**src/rtl/xit_pkg.sv**
```systemverilog
package xit_pkg;
    typedef enum logic [2:0] {
        XS_IDLE,
        XS_WAIT_FALL,
        XS_COUNTING,
        XS_DONE,
        XS_ERROR
    } xit_state_e;
endpackage

```
**src/rtl/xit_gate_sync.sv**
```systemverilog
// Synchronizes the asynchronous gate and flags its edges.
module xit_gate_sync #(
    parameter int STAGES = 2
) (
    input  logic clk,
    input  logic rst_n,
    input  logic gate_n_i,
    output logic fall_o,
    output logic rise_o
);
    logic [STAGES-1:0] chain_q;
    logic              last_q;

    always_ff @(posedge clk or negedge rst_n) begin
        if (!rst_n) begin
            chain_q <= '1;
            last_q  <= 1'b1;
        end else begin
            chain_q <= {chain_q[STAGES-2:0], gate_n_i};
            last_q  <= chain_q[STAGES-1];
        end
    end

    assign fall_o = last_q & ~chain_q[STAGES-1];
    assign rise_o = ~last_q & chain_q[STAGES-1];
endmodule

```
**src/rtl/xit_prescaler.sv**
```systemverilog
// Divides the clock into fixed quanta of 2**QUANT_LOG2 cycles.
module xit_prescaler #(
    parameter int QUANT_LOG2 = 4
) (
    input  logic clk,
    input  logic rst_n,
    input  logic restart_i,
    input  logic run_i,
    output logic tick_o
);
    logic [QUANT_LOG2-1:0] div_q;

    always_ff @(posedge clk or negedge rst_n) begin
        if (!rst_n)
            div_q <= '0;
        else if (restart_i)
            div_q <= '0;
        else if (run_i)
            div_q <= div_q + 1'b1;
    end

    assign tick_o = run_i & (div_q == '1);
endmodule

```
**src/rtl/xit_lane_counter.sv**
```systemverilog
// Counter made of byte-style lanes joined by a carry chain.
module xit_lane_counter #(
    parameter int LANE_W = 8,
    parameter int LANES  = 3,
    localparam int CW    = LANE_W * LANES
) (
    input  logic          clk,
    input  logic          rst_n,
    input  logic          clear_i,
    input  logic          inc_i,
    output logic [CW-1:0] count_o,
    output logic          wrap_o
);
    logic [LANES:0] carry;
    assign carry[0] = inc_i;

    for (genvar g = 0; g < LANES; g++) begin : g_lane
        logic [LANE_W-1:0] lane_q;

        always_ff @(posedge clk or negedge rst_n) begin
            if (!rst_n)
                lane_q <= '0;
            else if (clear_i)
                lane_q <= '0;
            else if (carry[g])
                lane_q <= lane_q + 1'b1;
        end

        assign carry[g+1] = carry[g] & (lane_q == '1);
        assign count_o[g*LANE_W +: LANE_W] = lane_q;
    end

    assign wrap_o = carry[LANES];
endmodule

```
**src/rtl/xfer_interval_timer.sv**
```systemverilog
module xfer_interval_timer
    import xit_pkg::*;
#(
    parameter int LANE_W      = 8,
    parameter int LANES       = 3,
    parameter int QUANT_LOG2  = 4,
    parameter int SYNC_STAGES = 2,
    localparam int CW         = LANE_W * LANES
) (
    input  logic          clk,
    input  logic          rst_n,
    input  logic          arm_i,
    input  logic          gate_n_i,
    output logic [CW-1:0] count_o,
    output logic          done_o,
    output logic          err_o
);
    xit_state_e state_q, state_d;
    logic fall, rise, tick, wrap;
    logic clear_cnt, restart_div, run_div, inc_cnt;

    xit_gate_sync #(.STAGES(SYNC_STAGES)) u_sync (
        .clk      (clk),
        .rst_n    (rst_n),
        .gate_n_i (gate_n_i),
        .fall_o   (fall),
        .rise_o   (rise)
    );

    xit_prescaler #(.QUANT_LOG2(QUANT_LOG2)) u_div (
        .clk       (clk),
        .rst_n     (rst_n),
        .restart_i (restart_div),
        .run_i     (run_div),
        .tick_o    (tick)
    );

    xit_lane_counter #(.LANE_W(LANE_W), .LANES(LANES)) u_cnt (
        .clk     (clk),
        .rst_n   (rst_n),
        .clear_i (clear_cnt),
        .inc_i   (inc_cnt),
        .count_o (count_o),
        .wrap_o  (wrap)
    );

    // State register
    always_ff @(posedge clk or negedge rst_n) begin
        if (!rst_n)
            state_q <= XS_IDLE;
        else
            state_q <= state_d;
    end

    // Next-state logic
    always_comb begin
        state_d = state_q;
        unique case (state_q)
            XS_IDLE:      if (arm_i) state_d = XS_WAIT_FALL;
            XS_WAIT_FALL: if (fall)  state_d = XS_COUNTING;
            XS_COUNTING: begin
                if (wrap)      state_d = XS_ERROR;
                else if (rise) state_d = XS_DONE;
            end
            XS_DONE:      if (arm_i) state_d = XS_WAIT_FALL;
            XS_ERROR:     if (arm_i) state_d = XS_WAIT_FALL;
            default:      state_d = XS_IDLE;
        endcase
    end

    // Outputs and datapath controls
    always_comb begin
        clear_cnt   = 1'b0;
        restart_div = 1'b0;
        run_div     = 1'b0;
        done_o      = 1'b0;
        err_o       = 1'b0;
        unique case (state_q)
            XS_IDLE:      clear_cnt   = arm_i;
            XS_WAIT_FALL: restart_div = fall;
            XS_COUNTING:  run_div     = 1'b1;
            XS_DONE: begin
                done_o    = 1'b1;
                clear_cnt = arm_i;
            end
            XS_ERROR: begin
                err_o     = 1'b1;
                clear_cnt = arm_i;
            end
            default: ;
        endcase
    end

    assign inc_cnt = tick;
endmodule

```
**config.mk**
```make
export PLATFORM = sky130hd
export DESIGN_NAME = xfer_interval_timer
export DESIGN_NICKNAME = d
export VERILOG_FILES = /design/src/rtl/xit_pkg.sv /design/src/rtl/xit_gate_sync.sv /design/src/rtl/xit_prescaler.sv /design/src/rtl/xit_lane_counter.sv /design/src/rtl/xfer_interval_timer.sv
export SDC_FILE = /design/constraint.sdc
export NUM_CORES = 1
export LEC_CHECK = 0
export CAP_MARGIN = 25
export CORE_MARGIN = 10
export CORE_UTILIZATION = 50
export CTS_CLUSTER_DIAMETER = 150
export DETAILED_ROUTE_END_ITERATION = 10
export HOLD_SLACK_MARGIN = 0.05
export PLACE_DENSITY = 0.88
export SYNTH_ARGS = -nofsm -noshare
export SYNTH_HDL_FRONTEND = slang
export SYNTH_SLANG_ARGS = --single-unit
```
**constraint.sdc**
```tcl
create_clock -name clk -period 2.8 [get_ports clk]
set_input_delay 0.84 -clock clk [delete_from_list [all_inputs] [get_ports clk]]
set_output_delay 0.84 -clock clk [all_outputs]
set_load 0.01 [all_outputs]
```
==> results.json, run 1 <==
{
  "status": "finished clean",
  "maxSlewViolCount": 0,
  "fin_worst_skew_ns": 0.00580,
  "drive_above_1_share_pct": 7.58,
  "fillerInstances": 288,
  "core_sq_um": 3310,
  "grt_use_total_pct": 13.0,
  "cts_root_buffer": "clkbuf_4",
  "synthDistinctLibCells": 35,
  "setup_violations": 0,
  "yosys_warnings": 0,
  "hpwl_mm": 2.63,
  "place_inst": 249,
  "crit_type": "flip-flop to primary output",
  "fin_nets": 218,
  "drt-wirelength-per-cell_um": 14.9,
  "num_vias": 1455,
  "multiInputGateArea_sq_um": 777,
  "ios": 30,
  "htree_levels": 2,
  "hp-class": "flip-flop to flip-flop",
  "p_total_mw": 1.04,
  "die_h_um": 78.5,
  "grt_max_degree": 35,
  "final-seq-area_sq_um": 855,
  "final_common_cell": "dfrtp_1",
  "crit_path_start_kind": "flip-flop",
  "cp_max_fo": 7,
  "synth_top_area_share_pct": 45.3,
  "grt_pass1_wl_mm": 6.53,
  "hold_violations": 0,
  "p_leak_nw": 0.828,
  "ys_ff_latch": 34,
  "postCtsSetupRepairBufs": 0,
  "fp-row-count": 21,
  "synth.largest_area_cell": "dfrtp_1",
  "cts_made_buffers": 5,
  "ctsHoldBuffers": 0,
  "syn_nets": 186,
  "placed_area_sq_um": 2050,
  "final_cells": 257,
  "drt_iter0_drc": 164,
  "clkSlewWorstSetupHoldPaths_ns": 0.10,
  "cts_tree": "done",
  "tightest_slew_ns": 0.614,
  "r2r-start": "u_cnt.g_lane[0].lane_q[0]",
  "synth_cells": 178,
  "cts.sinks": 34,
  "routabilityCongestion": 0.857,
  "grt_overflow": 0,
  "hold-path-endpoint": "u_sync.chain_q[1]",
  "required_ns": 1.96,
  "rrSetupSlack_ns": 0.51,
  "start_util_pct": 51.7,
  "reg2reg_depth": 6,
  "fmax_mhz": 391,
  "drc": 0,
  "num_antenna_cells": 0,
  "synth_area_sq_um": 1710,
  "min_path_cells": 0,
  "vias_per_cell": 5.66,
  "layout_min_cycle_time_ns": 2.56,
  "endpoint_kind": "primary output",
  "fin_setup_tns_ns": 0,
  "io_buffers": 29,
  "cts_resized": 0,
  "min_from": "u_sync.chain_q[0]",
  "avgSynthCellArea_sq_um": 9.62,
  "yosys-top-cells-area": "dfrtp_1 (45%), or4_1 (5.3%), o31ai_1 (4.8%), a21oi_1 (4.7%), dfstp_2 (4.6%)",
  "areaGrowthSynthToFinish_pct": 23.5,
  "design_area_sq_um": 2110,
  "whs_ns": 0.362,
  "die-width_um": 78.5,
  "first_pass_iters": 4,
  "drv_cap": 0,
  "clkLatencyLatePin_ns": 0.35,
  "rsz0062_at_grt": "false",
  "max_slew_margin_pct": 59.0,
  "die_area_sq_um": 6160,
  "period_share_pct": 91.4,
  "r2r-end": "u_cnt.g_lane[2].lane_q[6]",
  "ys_seq_area_share_pct": 49.9,
  "layout_common_cells": "dfrtp_1 (31), clkdlybuf4s50_1 (29), a21oi_1 (16), nor2_1 (13), or4_1 (12)",
  "antenna_found_initial": 0,
  "ir_worst_vdd_uv": 277,
  "cp.arrival_ns": 1.72,
  "postRouteAntennaNets": 0,
  "p_per_area_nw_per_um2": 492,
  "clockBufferDepth": 2,
  "grt_pass1_vias": 1394,
  "wl_mm": 3.82
}
cell families after synthesis:
kind of cell               synth area share [%]
adders and majority gates                  2.92
muxes                                     0.585
DFF                                        49.9
AOI/OAI and AO/OA                          15.2
xor gates and xnor gates                   4.09
and+or+nand+nor                            22.6
buffers and inverters                      4.68
synthesized netlist by cell type:
library cell  instances
a211oi_1              1
a21o_1                1
a21oi_1              16
a31o_2                1
and3_1                1
and3b_1               1
and4_1                1
buf_2                 1
buf_6                 1
clkbuf_1              7
dfrtp_1              31
dfstp_2               3
ha_1                  4
inv_1                10
mux2i_1               1
nand2_1              11
nand2b_1              1
nand3_1              10
nand4_1               4
nand4bb_1             1
nor2_1               13
nor2b_1               1
nor3_1                3
nor3b_1               2
nor4_1                2
nor4bb_1              1
o211ai_1              1
o21a_1                1
o21ai_0              10
o2bb2ai_1             1
o31ai_1              11
or3_1                 5
or4_1                12
xnor2_1               6
xor2_1                2
stage by stage:
stage	worst slack (ns)	utilization [%]
floorplan	0.647	-
global placement	0.575	62.1
detailed placement	0.538	62.1
CTS	0.228	63.9
global route	0.111	63.9
finish	0.240	63.9
layout make-up:
type,count,share of cell area (%)
timing repair buffer,34,15.5
tap,46,2.72
clock inverter,1,0.237
inverter,10,1.78
multi-input combinational,125,36.7
clock buffer,7,2.60
sequential,34,40.4
worst max path at each step:
stage / slack (ns) / cells past startpoint / startpoint / endpoint
2_1_floorplan: 0.65 / 7 / u_cnt.g_lane[0].lane_q[0] / u_cnt.g_lane[2].lane_q[6]
3_3_place_gp: 0.57 / 6 / u_cnt.g_lane[0].lane_q[0] / u_cnt.g_lane[2].lane_q[3]
3_5_place_dp: 0.54 / 6 / u_cnt.g_lane[0].lane_q[0] / u_cnt.g_lane[2].lane_q[6]
4_1_cts: 0.23 / 4 / state_q[1] / err_o
5_1_grt: 0.11 / 4 / state_q[1] / err_o
6_report: 0.24 / 4 / state_q[1] / err_o
flip-flops by register name, indices dropped and copies added (netlist names):
signal               count
u_cnt.g_lane.lane_q     24
state_q                  3
u_sync.chain_q           2
u_div.div_q              4
u_sync.last_q            1
routing by layer:
metal / vias up / routed length [um] / share of wire [%] / global-route usage [%]
li1: 713 / - / - / -
met1: 695 / 1700 / 45 / 15.3
met2: 39 / 1790 / 47 / 19.6
met3: 8 / 226 / 5.9 / 4.21
met4: 0 / 102 / 2.7 / 8.78
met5: - / 0 / 0 / 0
worst max-delay path: stages (launching register included):
cell	delay [ns]
dfrtp_1	0.45
nor2_1	0.23
nand2_1	0.10
inv_1	0.06
clkdlybuf4s50_1	0.53
report_power, final:
part / leakage (nW) / switching [mW] / internal [mW]
combinational: 0.334 / 0.112 / 0.0741
sequential: 0.459 / 0.0362 / 0.524
clock: 0.0353 / 0.172 / 0.122
Note: power is estimated with default switching activity, not from simulation.
==> run 2, diff against run 1 <==
--- a/config.mk
+++ b/config.mk
@@ -6,5 +6,5 @@
 export NUM_CORES = 1
 export LEC_CHECK = 0
-export CAP_MARGIN = 25
+export CAP_MARGIN = 20
 export CORE_MARGIN = 10
 export CORE_UTILIZATION = 50
==> constraint.sdc (replaced) <==
create_clock -name clk -period 2.8 [get_ports clk]
set_input_delay 0.56 -clock clk [delete_from_list [all_inputs] [get_ports clk]]
set_output_delay 0.56 -clock clk [all_outputs]
set_load 0.01 [all_outputs]
==> run 2 against run 1 <==
Register-to-register slack worse by 0.04 ns; combinational power rose by 2%; via count up 0.82%; cell area did not move; non-clock buffer count is the same; final cell count unchanged; sequential share of layout area is the same; die area unchanged; flip-flop and latch count is the same; maximum frequency is 9.8% higher; clock skew about the same; worst setup slack better by 0.23 ns; largest power group unchanged.
==> results.json, run 2 (synthesis results as in run 1) <==
{
  "final_util_pct": 63.9,
  "htree_levels": 2,
  "final-seq-area_sq_um": 855,
  "tightest_slew_ns": 0.674,
  "critical-path-max-stage-delay_ns": 0.61,
  "drive_above_1_share_pct": 7.58,
  "crit_slowest_cell": "or4_1",
  "hpwl_mm": 2.67,
  "cp.arrival_ns": 2.60,
  "grt_max_degree": 35,
  "cts_made_buffers": 5,
  "fillerInstances": 285,
  "clockBufferDepth": 2,
  "reg.largest.list": "u_cnt.g_lane.lane_q: 24 flops, u_div.div_q: 4 flops, state_q: 3 flops",
  "grt_overflow": 0,
  "crit_top_cell": "or4_1",
  "required_ns": 3.07,
  "cp_max_fo": 22,
  "cp.buffers_inverters": 1,
  "status": "finished clean",
  "die_h_um": 78.5,
  "largest_reg_flops": 24,
  "postRouteAntennaNets": 0,
  "crit_type": "flip-flop to flip-flop",
  "clkLatencyLatePin_ns": 0.34,
  "fin_setup_tns_ns": 0,
  "hp-class": "flip-flop to flip-flop",
  "wl_mm": 3.78,
  "routabilityCongestion": 0.873,
  "ios": 30,
  "fin_worst_skew_ns": 0.00589,
  "crit_chain": "ha_1 > nand3_1 > or4_1 > buf_4 > or4_1 > a21oi_1",
  "fp-row-count": 21,
  "cts_resized": 0,
  "cts.sinks": 34,
  "period_share_pct": 83.3,
  "grt_pass1_wl_mm": 6.70,
  "vias_per_cell": 5.71,
  "drv_cap": 0,
  "multiInputGateArea_sq_um": 777,
  "antenna_found_initial": 0,
  "regMostFlops": "u_cnt.g_lane.lane_q",
  "fmax_mhz": 429,
  "p_per_area_nw_per_um2": 490,
  "hold_violations": 0,
  "cp_top_family": "simple AND/OR/NAND/NOR gates",
  "core_sq_um": 3310,
  "cts_root_buffer": "clkbuf_4",
  "drt_iter0_drc": 114,
  "layout_common_cells": "dfrtp_1 (31), clkdlybuf4s50_1 (29), a21oi_1 (16), nor2_1 (13), or4_1 (12)",
  "design_area_sq_um": 2110,
  "crit_path_start_kind": "flip-flop",
  "grt_use_total_pct": 13.3,
  "p_leak_nw": 0.828,
  "rsz0062_at_grt": "false",
  "grt_pass1_vias": 1401,
  "areaGrowthSynthToFinish_pct": 23.5,
  "placed_area_sq_um": 2050,
  "max_slew_margin_pct": 54.9,
  "first_pass_iters": 4,
  "dp_slack_ns": 0.516,
  "clkSlewWorstSetupHoldPaths_ns": 0.10,
  "num_antenna_cells": 0,
  "drt-wirelength-per-cell_um": 14.7,
  "setup_slack_ns": 0.469,
  "rrSetupSlack_ns": 0.47,
  "final_common_cell": "dfrtp_1",
  "drc": 0,
  "num_vias": 1467,
  "cts_tree": "done",
  "ir_worst_vdd_uv": 244,
  "setup_violations": 0,
  "maxSlewViolCount": 0,
  "endpoint_kind": "flip-flop",
  "fin_nets": 218,
  "ctsHoldBuffers": 0,
  "die_area_sq_um": 6160,
  "layout_min_cycle_time_ns": 2.33,
  "die-width_um": 78.5,
  "io_buffers": 29,
  "postCtsSetupRepairBufs": 0,
  "start_util_pct": 51.7
}
-- run 2: cell counts in the layout (fill, tap and decap cells not counted) --
Identical to the previous run, type by type.
-- run 2: through the flow --
| step | hold WS, ns | instances | power (mW) |
|---|---|---|---|
| after global routing | 0.375 | 257 | 1.10 |
| after CTS | 0.363 | 257 | 1.04 |
| after floorplan | 0.264 | 178 | 0.687 |
| after global placement | 0.349 | 249 | 0.751 |
| after detailed placement | 0.349 | 249 | 0.761 |
| final | 0.361 | 257 | 1.04 |
-- run 2: report_power, final --
part,internal (mW),switching [mW],leakage [nW],total [mW]
sequential,0.524,0.0356,0.459,0.560
combinational,0.0739,0.116,0.334,0.190
clock,0.122,0.164,0.0353,0.285
-- run 2: path summary, 6_finish.rpt --
kind,startpoint,end,cells past startpoint
worst max register to register,u_cnt.g_lane[0].lane_q[0],u_cnt.g_lane[2].lane_q[5],6
worst min register to register,u_sync.chain_q[0],u_sync.chain_q[1],0
max in group asynchronous,rst_n,u_sync.chain_q[1],2
worst max-delay path,u_cnt.g_lane[0].lane_q[0],u_cnt.g_lane[2].lane_q[5],6
worst min-delay path,u_sync.chain_q[0],u_sync.chain_q[1],0
min in group asynchronous,rst_n,u_cnt.g_lane[2].lane_q[4],2
-- run 2: metal layers --
metal / vias up / GRT usage, % / part of all wire, %
met4: 0 / 5.38 / 1.4
met3: 4 / 5.47 / 7.3
met2: 37 / 20.2 / 46
li1: 716 / - / -
met5: - / 0 / 0
met1: 710 / 16.2 / 45
-- run 2: worst register-to-register path: cells and delay by family, from the launching register on --
family	cells	cell delay [ns]
fa+ha+maj	1	0.17
simple gates	3	1.31
buf+inv	1	0.23
flops	1	0.42
compound gates	1	0.16
-- run 2: area by class of cell --
class / count / area share (%)
multi-input cells: 125 / 36.7
clock inverters: 1 / 0.237
repair buffers: 34 / 15.5
flip-flops and latches: 34 / 40.4
inverters: 10 / 1.78
clock buffers: 7 / 2.60
well taps: 46 / 2.72
==> run 3, diff against run 2 <==
Settings changed: CORE_UTILIZATION 50 to 47, PLACE_DENSITY 0.88 to 0.87.
Clock period 2.8 ns to 2.12 ns, I/O delays scaled along.
==> run 3 against run 2 <==
Global-route usage fell by 0.40 points; critical endpoint is now u_cnt.g_lane[1].lane_q[7]; sequential share of layout area fell by 3.9 points; maximum frequency rose by 11%; cell area rose by 11%; combinational power rose by 83%; die area rose by 4.7%; via count rose by 6.5%; final cell count rose by 6.6%; clock power rose by 21%; largest cell class unchanged; sequential power rose by 29%; first-iteration DRC count rose by 27%; hold slack improved by 0.0035 ns.
==> results.json, run 3 (synthesis results as in run 1) <==
{
  "grt_overflow": 0,
  "crit_type": "flip-flop to flip-flop",
  "routabilityCongestion": 0.810,
  "hpwl_mm": 2.76,
  "hp-class": "flip-flop to flip-flop",
  "num_antenna_cells": 0,
  "drt-wirelength-per-cell_um": 15.7,
  "num_vias": 1563,
  "fin_nets": 236,
  "status": "finished clean",
  "p_per_area_nw_per_um2": 605,
  "crit_path_start_kind": "flip-flop",
  "cts.sinks": 34,
  "ir_worst_vdd_uv": 396,
  "required_ns": 2.40,
  "endpoint_kind": "flip-flop",
  "hold_violations": 0,
  "fmax_mhz": 476,
  "cp_max_fo": 8,
  "die_h_um": 80.3,
  "start_util_pct": 50.1,
  "grt_pass1_wl_mm": 6.67,
  "met3_usage_pct": 5.12,
  "die_area_sq_um": 6460,
  "p_leak_nw": 0.967,
  "cp.arrival_ns": 2.38,
  "antenna_found_initial": 0,
  "grt_max_degree": 35,
  "fp-row-count": 21,
  "cts_root_buffer": "clkbuf_4",
  "areaGrowthSynthToFinish_pct": 36.6,
  "met2_usage_pct": 19.2,
  "reg.largest.list": "u_cnt.g_lane.lane_q: 24 flops, u_div.div_q: 4 flops, state_q: 3 flops",
  "drive_above_1_share_pct": 20.6,
  "layout_min_cycle_time_ns": 2.10,
  "whs_ns": 0.365,
  "clockBufferDepth": 2,
  "first_pass_iters": 4,
  "final_common_cell": "dfrtp_1",
  "drv_cap": 0,
  "max_slew_margin_pct": 58.6,
  "cts_made_buffers": 5,
  "clkLatencyLatePin_ns": 0.35,
  "layout_common_cells": "dfrtp_1 (31), clkdlybuf4s50_1 (27), buf_4 (20), a21oi_1 (12), nor2_1 (12)",
  "core_sq_um": 3420,
  "clkSlewWorstSetupHoldPaths_ns": 0.10,
  "setup_violations": 0,
  "p_total_mw": 1.42,
  "grt_use_total_pct": 12.9,
  "fillerInstances": 254,
  "postRouteAntennaNets": 0,
  "drt_iter0_drc": 145,
  "io_buffers": 29,
  "largest_reg_flops": 24,
  "ctsHoldBuffers": 0,
  "tightest_slew_ns": 0.620,
  "drc": 0,
  "vias_per_cell": 5.70,
  "die-width_um": 80.3,
  "startpoint": "u_cnt.g_lane[0].lane_q[0]",
  "ios": 30,
  "rrSetupSlack_ns": 0.02,
  "regMostFlops": "u_cnt.g_lane.lane_q",
  "cts_tree": "done",
  "crit_end": "u_cnt.g_lane[1].lane_q[7]",
  "grtUsageMet1_pct": 15.7,
  "rsz0062_at_grt": "true",
  "htree_levels": 2,
  "maxSlewViolCount": 0,
  "r2r-end": "u_cnt.g_lane[1].lane_q[7]",
  "wl_mm": 4.29,
  "grt_pass1_vias": 1488,
  "reg2reg_depth": 6,
  "period_share_pct": 99.1,
  "fin_worst_skew_ns": 0.0111,
  "top_usage_layer": "met2",
  "r2r-start": "u_cnt.g_lane[0].lane_q[0]"
}
==> run 3: cell count changes in the layout (fill, tap and decap cells not counted), sizes merged <==
cell and delta:
clkinv +1, clkdlybuf4s50 -2, dlymetal6s2s +1, dlygate4sd2 +1
buf +16
==> run 3: metal layers <==
metal,vias up,share of wire [%],wire [um]
met3,11,8.4,362
met2,59,47,2010
li1,752,-,-
met1,741,43,1830
met5,-,0,0
met4,0,2.3,97
==> run 3: power breakdown <==
| group | internal, mW | total [mW] | leakage [nW] | switching (mW) |
|---|---|---|---|---|
| clock network | 0.119 | 0.344 | 0.0308 | 0.225 |
| registers | 0.693 | 0.723 | 0.459 | 0.0307 |
| logic | 0.148 | 0.348 | 0.478 | 0.200 |
| total | 0.960 | 1.42 | 0.967 | 0.456 |
==> run 3: final cells by class <==
cell class                 instances  area [sq um]  area share, %
tap                               46          57.6           2.46
clock inverter                     2          10.0          0.428
multi-input combinational        125           830           35.5
clock buffer                       5          37.5           1.61
sequential                        34           855           36.5
timing repair buffer              52           512           21.9
inverter                          10          37.5           1.61
==> run 3: worst min path at each step <==
| stage | startpoint | endpoint | cells after the start |
|---|---|---|---|
| floorplan | rst_n | state_q[0] | 0 |
| global placement | u_sync.chain_q[0] | u_sync.chain_q[1] | 0 |
| detailed placement | u_sync.chain_q[0] | u_sync.chain_q[1] | 0 |
| CTS | u_sync.chain_q[0] | u_sync.chain_q[1] | 0 |
| global route | u_sync.chain_q[0] | u_sync.chain_q[1] | 0 |
| finish | u_sync.chain_q[0] | u_sync.chain_q[1] | 0 |
==> run 3: repair_timing <==
| action | CTS | global route |
|---|---|---|
| cloned | 0 | 2 |
| buffers inserted | 1 | 3 |
| resized for setup | 5 | 8 |
| setup endpoints to repair | 10 | 9 |
| pin swaps | 1 | 5 |
==> run 3: per-stage QoR <==
stage	instances	util [%]	setup slack (ns)	TNS [ns]	instance area, sq um
global placement	261	63.5	0.0504	0	2170
finish	274	68.5	0.0196	0	2340
floorplan	178	-	0.0493	0	1730
detailed placement	261	63.5	-0.0506	-0.0882	2170
CTS	269	65.5	0.00225	0	2240
global route	274	68.5	-0.0311	-0.0467	2340
==> run 3: worst max-delay path: stages, from the launching register on <==
cell and delay (ns):
dfrtp_1 0.37, ha_2 0.18, nand3_2 0.07, or4_4 0.57, buf_12 0.16, or4_1 0.52
a21oi_1 0.16
